File: src/rtl/irq_pkg.sv
package irq_pkg;

    localparam int ADDR_W  = 8;
    localparam int DATA_W  = 8;
    localparam int NUM_EVT = 3;

    localparam logic [ADDR_W-1:0] ADDR_STICKY = 8'h00;
    localparam logic [ADDR_W-1:0] ADDR_LIVE   = 8'h01;
    localparam logic [ADDR_W-1:0] ADDR_MASK   = 8'hCC;
    localparam logic [ADDR_W-1:0] ADDR_CTRL   = 8'hCD;

    localparam int EVT_LOCK = 0;
    localparam int EVT_TEMP = 1;
    localparam int EVT_FIFO = 2;

    localparam int CTRL_POL_BIT  = 0;
    localparam int CTRL_MODE_BIT = 1;
    localparam int CTRL_W        = 2;

    localparam logic [NUM_EVT-1:0] MASK_RESET = 3'b101;

    typedef enum logic {
        PIN_IDLE   = 1'b0,
        PIN_ACTIVE = 1'b1
    } pin_state_e;

endpackage

File: src/rtl/irq_sticky_bank.sv
module irq_sticky_bank #(
    parameter int NUM_EVT = 3
) (
    input  logic               clk,
    input  logic               rst_n,
    input  logic [NUM_EVT-1:0] cond_i,
    input  logic               clr_i,
    output logic [NUM_EVT-1:0] sticky_o
);

    // One flop per event; a new or persisting condition beats the clear.
    for (genvar g = 0; g < NUM_EVT; g++) begin : g_evt
        logic bit_q;
        always_ff @(posedge clk or negedge rst_n) begin
            if (!rst_n) begin
                bit_q <= 1'b0;
            end else if (cond_i[g]) begin
                bit_q <= 1'b1;
            end else if (clr_i) begin
                bit_q <= 1'b0;
            end
        end
        assign sticky_o[g] = bit_q;
    end

endmodule

File: src/rtl/irq_cfg_regs.sv
module irq_cfg_regs #(
    parameter int                 NUM_EVT    = 3,
    parameter int                 DATA_W     = 8,
    parameter int                 ADDR_W     = 8,
    parameter int                 CTRL_W     = 2,
    parameter logic [NUM_EVT-1:0] MASK_RST   = 3'b101,
    parameter logic [ADDR_W-1:0]  MASK_ADDR  = 8'hCC,
    parameter logic [ADDR_W-1:0]  CTRL_ADDR  = 8'hCD
) (
    input  logic               clk,
    input  logic               rst_n,
    input  logic               wr_i,
    input  logic [ADDR_W-1:0]  addr_i,
    input  logic [DATA_W-1:0]  wdata_i,
    output logic [NUM_EVT-1:0] mask_o,
    output logic [CTRL_W-1:0]  ctrl_o
);

    logic [NUM_EVT-1:0] mask_q;
    logic [CTRL_W-1:0]  ctrl_q;

    always_ff @(posedge clk or negedge rst_n) begin
        if (!rst_n) begin
            mask_q <= MASK_RST;
            ctrl_q <= '0;
        end else if (wr_i) begin
            if (addr_i == MASK_ADDR) begin
                mask_q <= wdata_i[NUM_EVT-1:0];
            end
            if (addr_i == CTRL_ADDR) begin
                ctrl_q <= wdata_i[CTRL_W-1:0];
            end
        end
    end

    assign mask_o = mask_q;
    assign ctrl_o = ctrl_q;

endmodule

File: src/rtl/irq_pin_fsm.sv
module irq_pin_fsm
    import irq_pkg::*;
(
    input  logic clk,
    input  logic rst_n,
    input  logic pending_i,
    input  logic active_high_i,
    input  logic push_pull_i,
    output logic asserted_o,
    output logic pin_o,
    output logic oe_o
);

    pin_state_e state_q;
    pin_state_e state_d;

    always_ff @(posedge clk or negedge rst_n) begin
        if (!rst_n) begin
            state_q <= PIN_IDLE;
        end else begin
            state_q <= state_d;
        end
    end

    always_comb begin
        state_d = state_q;
        unique case (state_q)
            PIN_IDLE:   if (pending_i)  state_d = PIN_ACTIVE;   // raise
            PIN_ACTIVE: if (!pending_i) state_d = PIN_IDLE;     // drop
            default:    state_d = PIN_IDLE;
        endcase
    end

    always_comb begin
        asserted_o = 1'b0;
        unique case (state_q)
            PIN_IDLE:   asserted_o = 1'b0;
            PIN_ACTIVE: asserted_o = 1'b1;
            default:    asserted_o = 1'b0;
        endcase
        pin_o = active_high_i ? asserted_o : ~asserted_o;
        oe_o  = push_pull_i | asserted_o;
    end

endmodule

File: src/rtl/irq_status_ctrl.sv
module irq_status_ctrl
    import irq_pkg::*;
(
    input  logic              clk,
    input  logic              rst_n,
    input  logic              cond_lock_lost,
    input  logic              cond_over_temp,
    input  logic              cond_fifo_err,
    input  logic              reg_wr,
    input  logic              reg_rd,
    input  logic [ADDR_W-1:0] reg_addr,
    input  logic [DATA_W-1:0] reg_wdata,
    output logic [DATA_W-1:0] reg_rdata,
    output logic              irq_pin,
    output logic              irq_oe
);

    localparam int PAD_EVT  = DATA_W - NUM_EVT;
    localparam int PAD_CTRL = DATA_W - CTRL_W;

    logic [NUM_EVT-1:0] cond;
    logic [NUM_EVT-1:0] sticky;
    logic [NUM_EVT-1:0] mask;
    logic [CTRL_W-1:0]  ctrl;
    logic               sticky_rd;
    logic               pending;
    logic               irq_asserted;
    logic [DATA_W-1:0]  rd_mux;
    logic [DATA_W-1:0]  rdata_q;

    always_comb begin
        cond           = '0;
        cond[EVT_LOCK] = cond_lock_lost;
        cond[EVT_TEMP] = cond_over_temp;
        cond[EVT_FIFO] = cond_fifo_err;
    end

    assign sticky_rd = reg_rd && (reg_addr == ADDR_STICKY);

    irq_sticky_bank #(
        .NUM_EVT (NUM_EVT)
    ) u_sticky (
        .clk      (clk),
        .rst_n    (rst_n),
        .cond_i   (cond),
        .clr_i    (sticky_rd),
        .sticky_o (sticky)
    );

    irq_cfg_regs #(
        .NUM_EVT   (NUM_EVT),
        .DATA_W    (DATA_W),
        .ADDR_W    (ADDR_W),
        .CTRL_W    (CTRL_W),
        .MASK_RST  (MASK_RESET),
        .MASK_ADDR (ADDR_MASK),
        .CTRL_ADDR (ADDR_CTRL)
    ) u_cfg (
        .clk     (clk),
        .rst_n   (rst_n),
        .wr_i    (reg_wr),
        .addr_i  (reg_addr),
        .wdata_i (reg_wdata),
        .mask_o  (mask),
        .ctrl_o  (ctrl)
    );

    assign pending = |(sticky & ~mask);

    irq_pin_fsm u_pin (
        .clk           (clk),
        .rst_n         (rst_n),
        .pending_i     (pending),
        .active_high_i (ctrl[CTRL_POL_BIT]),
        .push_pull_i   (ctrl[CTRL_MODE_BIT]),
        .asserted_o    (irq_asserted),
        .pin_o         (irq_pin),
        .oe_o          (irq_oe)
    );

    always_comb begin
        unique case (reg_addr)
            ADDR_STICKY: rd_mux = {{PAD_EVT{1'b0}}, sticky};
            ADDR_LIVE:   rd_mux = {{PAD_EVT{1'b0}}, cond};
            ADDR_MASK:   rd_mux = {{PAD_EVT{1'b0}}, mask};
            ADDR_CTRL:   rd_mux = {{PAD_CTRL{1'b0}}, ctrl};
            default:     rd_mux = '0;
        endcase
    end

    always_ff @(posedge clk or negedge rst_n) begin
        if (!rst_n) begin
            rdata_q <= '0;
        end else if (reg_rd) begin
            rdata_q <= rd_mux;
        end
    end

    assign reg_rdata = rdata_q;

endmodule

File: config.mk
export PLATFORM = sky130hd
export DESIGN_NAME = irq_status_ctrl
export DESIGN_NICKNAME = d
export VERILOG_FILES = /design/src/rtl/irq_pkg.sv /design/src/rtl/irq_sticky_bank.sv /design/src/rtl/irq_cfg_regs.sv /design/src/rtl/irq_pin_fsm.sv /design/src/rtl/irq_status_ctrl.sv
export SDC_FILE = /design/constraint.sdc
export NUM_CORES = 1
export LEC_CHECK = 0
export BUFFER_PORTS_ARGS = -buffer_cell sky130_fd_sc_hd__buf_4
export CAP_MARGIN = 20
export CORE_AREA = 2 2 41 43
export CTS_BUF_LIST = sky130_fd_sc_hd__clkbuf_16
export CTS_CLUSTER_DIAMETER = 120
export DETAILED_ROUTE_END_ITERATION = 10
export DIE_AREA = 0 0 43 45
export PLACE_DENSITY_LB_ADDON = 0.1
export SETUP_SLACK_MARGIN = 0.4
export SLEW_MARGIN = 20
export SYNTH_ARGS = -nofsm -noshare
export SYNTH_HDL_FRONTEND = slang
export SYNTH_SLANG_ARGS = --single-unit
File: constraint.sdc
create_clock -name clk -period 2.63 [get_ports clk]
set_input_delay 0.1315 -clock clk [delete_from_list [all_inputs] [get_ports clk]]
set_output_delay 0.1315 -clock clk [all_outputs]
set_load 0.01 [all_outputs]
==> results of run 1 <==
-- state kept, by name, summed over array words and instances, names as in the netlist --
signal,flops
u_cfg.mask_o,3
u_cfg.ctrl_o,2
reg_rdata,3
u_pin.state_q,1
u_sticky.g_evt.bit_q,3
-- worst max-delay path by stage --
| stage | from | to | slack [ns] | depth (start not counted) |
|---|---|---|---|---|
| 6_report | u_cfg.ctrl_o[1]$_DFFE_PN0P_ | irq_oe | 1.42 | 2 |
| 5_1_grt | u_cfg.ctrl_o[1]$_DFFE_PN0P_ | irq_oe | 1.39 | 2 |
| 4_1_cts | u_cfg.ctrl_o[1]$_DFFE_PN0P_ | irq_oe | 1.42 | 2 |
| 3_5_place_dp | reg_addr[0] | u_cfg.mask_o[1]$_DFFE_PN0P_ | 1.37 | 4 |
| 3_3_place_gp | reg_addr[0] | u_cfg.mask_o[1]$_DFFE_PN0P_ | 1.39 | 4 |
| 2_1_floorplan | reg_addr[0] | u_cfg.mask_o[1]$_DFFE_PN0P_ | 1.52 | 4 |
-- layout make-up --
class	instances	area (µm²)	area share, %
Clock inverter	1	3.754	0.4155
Timing Repair Buffer	23	175.2	19.39
Multi-Input combinational cell	38	304.0	33.66
Tap cell	16	20.02	2.216
Clock buffer	3	75.07	8.310
Sequential cell	12	302.8	33.52
Inverter	6	22.52	2.493
-- where the power goes --
group	total, W	leakage [nW]	switching [W]	internal [W]
clock	0.000277	0.0385	0.0000771	0.000200
sequential	0.000194	0.139	0.00000332	0.000191
combinational	0.0000525	0.243	0.0000247	0.0000279
-- per-stage QoR --
step	util, %	std cells	setup slack (ns)
final	61.39	99	1.424
after global routing	61.39	99	1.389
after CTS	61.39	99	1.420
after detailed placement	55.36	94	1.367
after global placement	55.36	94	1.389
after floorplan	-	62	1.519
-- Yosys cell counts (2+ instances only) --
| cell type | n | share of area, % |
|---|---|---|
| dfrtp_1 | 10 | 38 |
| inv_1 | 6 | 3.4 |
| buf_4 | 5 | 5.7 |
| mux2i_1 | 4 | 6.0 |
| a21o_1 | 3 | 3.4 |
| mux2_1 | 3 | 5.1 |
| mux2_2 | 3 | 5.1 |
| o22ai_1 | 3 | 2.8 |
| dfstp_2 | 2 | 7.9 |
| nand4_1 | 2 | 1.9 |
| o22a_1 | 2 | 2.6 |
-- layer usage --
metal  track usage [%]  vias to the layer above  wire length, µm
met1             19.59                      244              576
li1                  -                      251                -
met5                 0                        -                0
met2             25.15                       22              605
met3             5.200                        5              119
met4             10.91                        0               29
-- kinds of logic (layout without fill, tap and decap cells) --
family          count (synthesis)  count (layout)  share of synthesized area [%]
flops                          12              12                          45.66
simple gates                   12              12                          13.96
buf+inv                        12              33                          10.75
compound gates                 10              10                          11.51
mux                            10              10                          16.23
other cells                     1               5                         0.5655
xor+xnor                        1               1                          1.321
-- timing repair --
action / in CTS / in global routing
endpoints found under the setup margin: 0 / 0
endpoints found under the hold margin: 12 / 0
hold buffers: 1 / 0
==> results.md, run 1 <==
- The count of input and output buffers is 22.
- After detailed placement, the total cell area comes to 814.5 µm².
- The net count of the finished layout is 107.
- The worst setup path is captured at an output pin.
- The die width is 43 µm.
- The final-report setup violation count is 0.
- At the worst endpoint, the arrival time is 1.07 ns.
- The core region is 1471 µm².
- The tightest hold path in the finished design has a slack of 0.08184 ns.
- The clock period could shrink to 1.206 ns.
- The fraction of the cycle the final worst path needs is 45.85%.
- After global routing the overflow that remains totals 0.
- CTS saw 12 sinks.
- The starting DRC count in detailed routing is 7.
- The fraction of registers with async set/reset is 100.0%.
- Setup repair after global routing left no endpoint under its margin.
- The total number of yosys warnings is 0.
- The number of clock buffers inserted by TritonCTS is 3.
- The category of the worst setup path launch point is a flop.
- The post-synthesis cell area is 663.1 µm².
- A synthesized cell averages 11.43 µm².
- From synthesis to final layout, the design area changed by 36.23%.
- The routed layout has 522 vias.
- The endpoint of the lowest-slack register-to-register path is reg_rdata[2]$_DFFE_PN0P_.
- The via count of the first global-routing pass is 486.
- The sequential cell area fraction in the yosys report is 45.66%.
- For the worst setup path, the data required time is 2.50 ns.
- The worst hold path begins at cond_over_temp.
- The setup total negative slack is 0 ns.
- In the final routed layout, each cell accounts on average for 13.44 µm.
- The number of buffers and inverters on the critical path is 1.
- TritonCTS built the clock tree.
- The row count is 14.
- Traced cell by cell, the critical path runs through or2_2, buf_4.
- CTS built an H-tree with a depth of 1.
- The via density per instance is 5.273.
- In this run the critical register-to-register path is launched from u_sticky.g_evt[2].bit_q$_DFFE_PN0P_.
- The number of enable-type register cells in the synthesized netlist is 0.
- After synthesis the netlist holds a flip-flop and latch count of 12.
- The clock root buffer is clkbuf_16.
- The number of distinct standard cells referenced by the synthesized netlist is 26.
- For this design the static power due to leakage is 0.4206 nW.
- For this configuration, the core starts out at a cell density of 45.07%.
- The later pin in the worst-skew pair is clocked with a latency of 0.24 ns.
- Entering global routing, the biggest net connects 13 pins.
- For flop-to-flop paths, the worst setup slack is 1.61 ns.
- The worst setup path is of the flop to output pin kind.
- In the global route stage, overall resource usage came out at 16.27%.
- Once detail routing completed, the nets flagged for antenna violations numbered 0.
- Synthesis handed over a netlist of 58 instances.
- Cells with a size suffix above 1 make up 39.76% of the layout.
- The largest single stage delay on the critical path is 0.39 ns.
- The cell type group with the largest total delay on the critical path is flip-flops.
- The flow ran to the end, and the final reports show no timing, DRC or antenna violations.
- Timing would allow up to 829.3 MHz.
- Detailed placement finished with a half-perimeter wire length of 1055 µm.
- The number of antenna violations at the first check in global routing was 0.
- Max-cap violations in this run came to 0.
- The total power is 0.0005234 W.
- Across the VDD grid, the largest voltage drop is 0.4511 mV.
- The floorplan step set the die height to 45 µm.
- The floorplan step defined a die boundary enclosing 1935 µm².
- The final wirelength is 1331 µm.
- Among all stages on the critical path, the largest delay is contributed by dfrtp_1.
- Leaving out fill and tap cells, the most frequent cells in the layout are buf_4 (22), dfrtp_1 (10), inv_1 (6).
- The max-slew violation count came to 0.
- The endpoint with the worst hold slack is u_sticky.g_evt[1].bit_q$_DFFE_PN0P_.
- Before antenna repair, the detailed router went through 4 iterations.
- The congestion estimate from routability-driven global placement came to 0.7280.
- The number of gates given a new drive strength after cts is 0.
- Of all nets on the critical path, the largest fanout is 3.
- The library cell used most frequently in the layout, excluding fill and tap cells, is buf_4.
- For this run, the leading register cell type out of synthesis is dfrtp_1.
- The first global-routing pass estimated 2201 µm of wire.
- The worst min-delay path category is input port to flop.
- The finished cells cover 903.4 µm².
- After clock tree synthesis, the clock-pin slew on the worst setup and hold paths is 0.04 ns.
- The power per unit of standard cell area is 579.4 nW/µm².
- The number of endpoints with negative hold slack in the final report was 0.
- No sink is reached through more buffers than the 2 on the longest clock path.
- 33 I/O pins were placed.
- 0 antenna diodes ended up in the layout.
- The number of setup buffers added after CTS is 0.
- The worst hold path was traced through 2 stages.
- After detailed routing, the number of remaining DRC violations is 0.
- The clock arrives with 0.001272 ns of skew.
- After filler insertion, the fill cell instance count of the layout stands at 127.
- The path depth of the worst reg2reg path is 3.
(Power assumes the default switching activity.)
==> inputs of run 2 (changes only) <==
- CORE_AREA: 2 2 41 43 -> 2 2 45 47
- DIE_AREA: 0 0 43 45 -> 0 0 47 49
- clock period: 2.63 -> 1 ns (I/O delays scaled with it)
==> run 2 against run 1 <==
Net effect:
- largest cell class unchanged
- die area rose by 19%
- critical path type unchanged
- critical endpoint unchanged
- total power increased to 2.8 times the previous value
- worst setup slack worse by 1.5 ns
- register-to-register slack worse by 1.6 ns
- routed wire length increased by 25%
- cell area rose by 24%
- the flow now finishes with violations (negative setup slack)
- global-route usage grew 0.12 points
- highest routed layer unchanged
- largest power group unchanged
==> results.md, run 2 (synthesized netlist as in run 1, its figures left out) <==
- The storage element area is 302.8 µm².
- The die area is 2303 µm².
- The slowest cell on the critical path is dfrtp_1.
- In the layout the commonest cells are buf_4 (25), dfrtp_1 (10), buf_6 (8).
- The routed design uses 84 µm of met3 wire.
- The achievable frequency is 956.4 MHz.
- Setup violations remaining at the end of the flow were counted as 3.
- After detailed placement, the design holds a cell count of 111.
- The reported max-cap violation count is 0.
- The die width is 47 µm.
- STA puts the critical path data arrival time at 1.00 ns.
- The fraction of layout cells with a size suffix above 1 is 58.95%.
- The delay of the slowest cell on the worst path is 0.40 ns.
- The area of the core is 1842 µm².
- The pin count of the biggest net entering global routing is 13.
- The peak fanout along the critical path is 2.
- CTS saw 12 sinks.
- Setup repair after global routing could not meet its margin everywhere.
- The number of vias after detailed routing is 565.
- The initial cell density of the core is 36.01%.
- The critical path class is flop to output pin.
- The leakage power figure is 0.5296 nW.
- The longest clock path from root to sink contains 2 buffers.
- The run finished, with violations left.
- The worst voltage drop across the vdd grid is 1.359 mV.
- The count of input and output buffers is 22.
- The clock slew at the register clock pins of the worst setup and hold paths is 0.05 ns.
- The final reports fail on negative setup slack.
- The number of clock buffers added by TritonCTS is 3.
- The overall overflow remaining after global route is 0.
- Summing all placed instances gives a cell area of 908.4 µm².
- After routing the design area is 1122 µm².
- The DRC violations left is 0.
- The area growth from synthesis to layout is 69.25%.
- In this run, the number of DRC markers left after iteration 0 of detailed routing was 3.
- After detailed routing, the total wire length is 1661 µm.
- The via count of the first global-routing pass is 599.
- The combined area of the multi-input logic cells is 381.6 µm².
- The number of buffers and inverters on the critical path is 1.
- The layout net count is 119.
- The minimum setup slack after placement is -0.1190 ns.
- The clock network latency to the later pin of the worst-skew pair is 0.24 ns.
- In this run the number of H-tree levels came out at 1.
- The end-of-flow core utilization is 60.94%.
- The worst hold path belongs to the class input port to flop.
- The first detailed-routing pass ran for 4 iterations.
- The worst setup path is captured at an output pin.
- The all-layer global routing usage is 16.39%.
- During I/O placement, the number of pins put on the boundary was 33.
- The number of antenna violations at the first check in global routing was 0.
- The leading cell type in the layout, fill and taps excluded is buf_4.
- Measured along the y axis, the die boundary spans 49 µm.
- The floorplan has 16 rows.
- The wire-length estimate of the detail-placed layout is 1181 µm.
- The repair_antennas step left the layout with diodes totalling 0.
- Once detail routing completed, the nets flagged for antenna violations numbered 0.
- The fraction of the cycle the final worst path needs is 104.6%.
- The clock root buffer is clkbuf_16.
- After detailed routing, the wire length on met1 is 741 µm.
- The final cell count without fillers is 122.
- The category of the worst setup path launch point is a flop.
- The wire length on met2 is 822 µm.
- The via density per instance is 4.631.
- The average wire per standard cell is 13.61 µm.
- In the post-route analysis, the smallest setup slack over all paths is -0.04560 ns.
- The first global-routing pass estimated 2725 µm of wire.
- The max-slew violation count is 0.
- TritonCTS built the clock tree.
- The shortest period the worst path allows is 1.046 ns.
- The data required time of the critical path is 0.95 ns.
- The number of endpoints with negative hold slack in the final report is 0.
- The critical path goes through or2_4, buf_6.
- The number of fill cells in the layout is 157.
- After detailed routing, no signal wire sits above met4.
- The routability-driven placement congestion ratio is 0.7408.
- The worst setup skew after layout is 0.001743 ns.
- The power per unit of standard cell area is 1286 nW/µm².
- The cell type group with the largest total delay on the critical path is flip-flops.
-- run 2: cell count changes in the layout (fill, tap and decap cells not counted), sizes merged --
| cell | before | now |
|---|---|---|
| buf | 22 | 34 |
| clkinv | 1 | 0 |
| inv | 6 | 7 |
-- run 2: where the power goes --
group	total (W)	switching [W]	internal [W]	leakage, nW
Clock	0.000735	0.000209	0.000526	0.0423
Sequential	0.000511	0.00000993	0.000501	0.139
Combinational	0.000197	0.0000858	0.000111	0.348
-- run 2: area by class of cell --
cell class                 instances  share of cell area (%)
clock inverter                     1                  0.3344
inverter                           6                   2.007
multi-input combinational         38                   34.00
tap                               27                   3.010
timing repair buffer              35                   26.98
sequential                        12                   26.98
clock buffer                       3                   6.689
-- run 2: worst reg2reg max path, delay by kind of cell, from the launching register on --
kind	cells	cell delay [ns]
AOI/OAI and AO/OA	2	0.24
DFF	1	0.39
muxes	1	0.27
-- run 2: stage by stage --
stage / hold WS [ns] / total power [W] / TNS, ns
6_report: 0.008698 / 0.001443 / -0.07451
4_1_cts: 0.007753 / 0.001435 / -0.08128
3_3_place_gp: -0.09760 / 0.0006772 / -0.6251
2_1_floorplan: -0.2456 / 0.0005904 / 0
3_5_place_dp: -0.09796 / 0.0006780 / -0.6343
5_1_grt: 0.01951 / 0.001493 / -0.2789
-- run 2: per-layer routing --
metal / up-vias / global-route usage [%]
met1: 268 / 21.83
met2: 17 / 25.57
li1: 278 / -
met5: - / 0
met4: 0 / 4.167
met3: 2 / 4.815
-- run 2: final timing paths --
| check | start | to | slack, ns | cells past startpoint |
|---|---|---|---|---|
| min | cond_fifo_err | u_sticky.g_evt[2].bit_q$_DFFE_PN0P_ | 0.009 | 2 |
| min in group asynchronous | rst_n | reg_rdata[2]$_DFFE_PN0P_ | 0.19 | 2 |
| max reg2reg | u_sticky.g_evt[2].bit_q$_DFFE_PN0P_ | reg_rdata[2]$_DFFE_PN0P_ | -0.03 | 3 |
| max | u_pin.state_q$_DFF_PN0_ | irq_oe | -0.05 | 2 |
| min reg2reg | u_cfg.mask_o[1]$_DFFE_PN0P_ | u_cfg.mask_o[1]$_DFFE_PN0P_ | 0.53 | 1 |
| max in group asynchronous | rst_n | u_cfg.mask_o[0]$_DFFE_PN1P_ | 0.58 | 2 |
-- run 2: repair_timing --
action / CTS / global route
buffers inserted: 3 / 3
endpoints found under the setup margin: 17 / 17
resized for setup: 15 / 2
pin swaps: 7 / 3
hold buffers: 1 / 0
endpoints found under the hold margin: 12 / 0
==> inputs of run 3 (changes only) <==
- ABC_AREA: unset -> 0
- RECOVER_POWER: unset -> 50
==> run 3 against run 2 <==
Net effect:
- utilization decreased by 0.20 points
- critical endpoint unchanged
- via count increased by 0.18%
- clock skew barely moved
- clock power about the same
- cell area down 0.34%
- the run still ends with negative setup slack left
- largest power group unchanged
- register-to-register slack hardly changed
- highest routed layer unchanged
==> results.md, run 3 (synthesized netlist as in run 1, its figures left out) <==
- The row count is 16.
- After layout, the minimum clock period comes to 1.046 ns.
- The detailed router placed 566 vias in this run.
- The post-detailed-placement half-perimeter wirelength is 1181 µm.
- Measured against its own limit, the worst slew margin works out to 55.66%.
- Based on the critical path, the design can be clocked at up to 956.4 MHz.
- The buffer levels on the longest clock path is 2.
- The routability-driven placement congestion ratio is 0.7408.
- The total area inside the core boundary comes to 1842 µm².
- After detailed routing, the number of remaining DRC violations is 0.
- The leading cell type in the layout, fill and taps excluded is buf_4.
- The detailed-routing iteration count for the pre-antenna-repair pass is 4.
- The final worst hold slack is 0.008712 ns.
- The total instance count after detailed placement is 111.
- The first global-routing pass estimated 2725 µm of wire.
- Of the available clock period, the critical path in the final layout requires 104.6%.
- The layout net count is 119.
- The die width is 47 µm.
- In the layout the commonest cells are buf_4 (24), dfrtp_1 (10), buf_6 (8).
- The number of antenna violations at the first check in global routing is 0.
- The final cell count without fillers is 122.
- The setup slack after layout is -0.04560 ns.
- Setup violations remaining at the end of the flow were counted as 3.
- The clock arrives with 0.001731 ns of skew.
- The data required time of the critical path is 0.95 ns.
- The die covers 2303 µm².
- For this configuration, the core starts out at a cell density of 36.01%.
- For this design the top-level I/O count stands at 33.
- In the global route stage, overall resource usage came out at 16.39%.
- Cells fill 60.73% of the core in the end.
- The CTS tree is done.
- The clock root buffer is clkbuf_16.
- The max-slew violation count is 0.
- Using the TritonRoute via totals, the vias-per-cell ratio works out to 4.639.
- The number of clock buffers inserted by TritonCTS is 3.
- The peak fanout along the critical path is 2.
- The maximum level of the CTS H-tree is 1.
- IR analysis of the VDD net gives a maximum drop of 1.359 mV.
- The starting DRC count in detailed routing is 3.
- The worst setup path is launched from a flop.
- CTS saw 12 sinks.
- The checks that failed: negative setup slack.
- Setup repair after global routing could not meet its margin everywhere.
- Summed over all layers, the routed wires come to 1659 µm.
- The critical path class is flop to output pin.
- The count of buffers added on input and output ports is 22.
- The power per unit of standard cell area is 1288 nW/µm².
- For the final routed database, the setup TNS stands at -0.07406 ns.
- Data on the critical path arrives at its endpoint at 1.00 ns.
- The critical path endpoint category is an output pin.
- From synthesis to final layout, the design area changed by 68.68%.
- The number of endpoints with negative hold slack in the final report came to 0.
- The pin count of the biggest net entering global routing is 13.
- The average wire per standard cell is 13.60 µm.
- The later pin in the worst-skew pair is clocked with a latency of 0.24 ns.
- The via count of the first global-routing pass is 599.
- The count of nets left with antenna violations once routing finished came out at 0.
- After clock tree synthesis, the clock-pin slew on the worst setup and hold paths is 0.05 ns.
- The flow ran to the end, but the final reports show violations.
- The worst min-delay path category is input port to flop.
- The total power is 0.001441 W.
- The fraction of layout cells with a size suffix above 1 is 57.89%.
- The diode insertion count for antenna repair is 0.
- The transition time of the tightest slew-check pin is 0.6651 ns.
- The tool flagged a number of max-cap violations equal to 0.
- The overall overflow remaining after global route is 0.
- The leakage power figure is 0.5260 nW.
- From bottom edge to top edge, the die measures 49 µm.
-- run 3: changes by cell type in the layout (fill, tap and decap cells not counted) --
cell / previous run / this run
buf_4: 25 / 24
clkbuf_1: 0 / 1
-- run 3: critical path, stage by stage, from the launching register on --
cell and delay (ns):
dfrtp_1 0.40, or2_4 0.24, buf_6 0.12
-- run 3: metal layers --
metal	track usage, %	vias to the layer above	share of wire [%]
met4	4.167	0	0.72
met5	0	-	0
met2	25.57	17	50
met1	21.83	269	44
met3	4.815	2	5.1
li1	-	278	-
-- run 3: stage by stage --
step / area (µm²) / worst slack, ns
floorplan: 713.2 / 0.05177
global placement: 908.4 / -0.1023
detailed placement: 908.4 / -0.1190
CTS: 1089 / -0.04644
global route: 1119 / -0.07857
finish: 1119 / -0.04560
-- run 3: where the power goes --
part | switching, W | total (W) | internal [W] | leakage (nW)
combinational | 0.0000857 | 0.000195 | 0.000109 | 0.345
sequential | 0.00000993 | 0.000511 | 0.000501 | 0.139
clock | 0.000208 | 0.000735 | 0.000526 | 0.0423
-- run 3: cell type report --
class | instances | area (µm²)
inverters | 6 | 22.52
clock buffers | 3 | 75.07
well taps | 27 | 33.78
fillers | 156 | 723.2
flip-flops and latches | 12 | 302.8
multi-input cells | 38 | 381.6
clock inverters | 1 | 3.754
repair buffers | 35 | 299.0
-- run 3: timing repair --
action                     in CTS  in global routing
pin swaps                       7                  3
setup buffers                   3                  3
hold endpoints to repair       12                  0
cloned                          0                  0
resized for setup              15                  2
hold buffers                    1                  0
setup endpoints to repair      17                 17
-- run 3: path summary, 6_finish.rpt --
path | start | to | slack, ns | depth (start not counted)
worst max-delay path | u_pin.state_q$_DFF_PN0_ | irq_oe | -0.05 | 2
worst min-delay path | cond_fifo_err | u_sticky.g_evt[2].bit_q$_DFFE_PN0P_ | 0.009 | 2
worst max register to register | u_sticky.g_evt[2].bit_q$_DFFE_PN0P_ | reg_rdata[2]$_DFFE_PN0P_ | -0.03 | 3
worst min register to register | u_cfg.mask_o[1]$_DFFE_PN0P_ | u_cfg.mask_o[1]$_DFFE_PN0P_ | 0.53 | 1
max in group asynchronous | rst_n | u_cfg.ctrl_o[0]$_DFFE_PN0P_ | 0.22 | 2
min in group asynchronous | rst_n | u_sticky.g_evt[1].bit_q$_DFFE_PN0P_ | 0.36 | 2
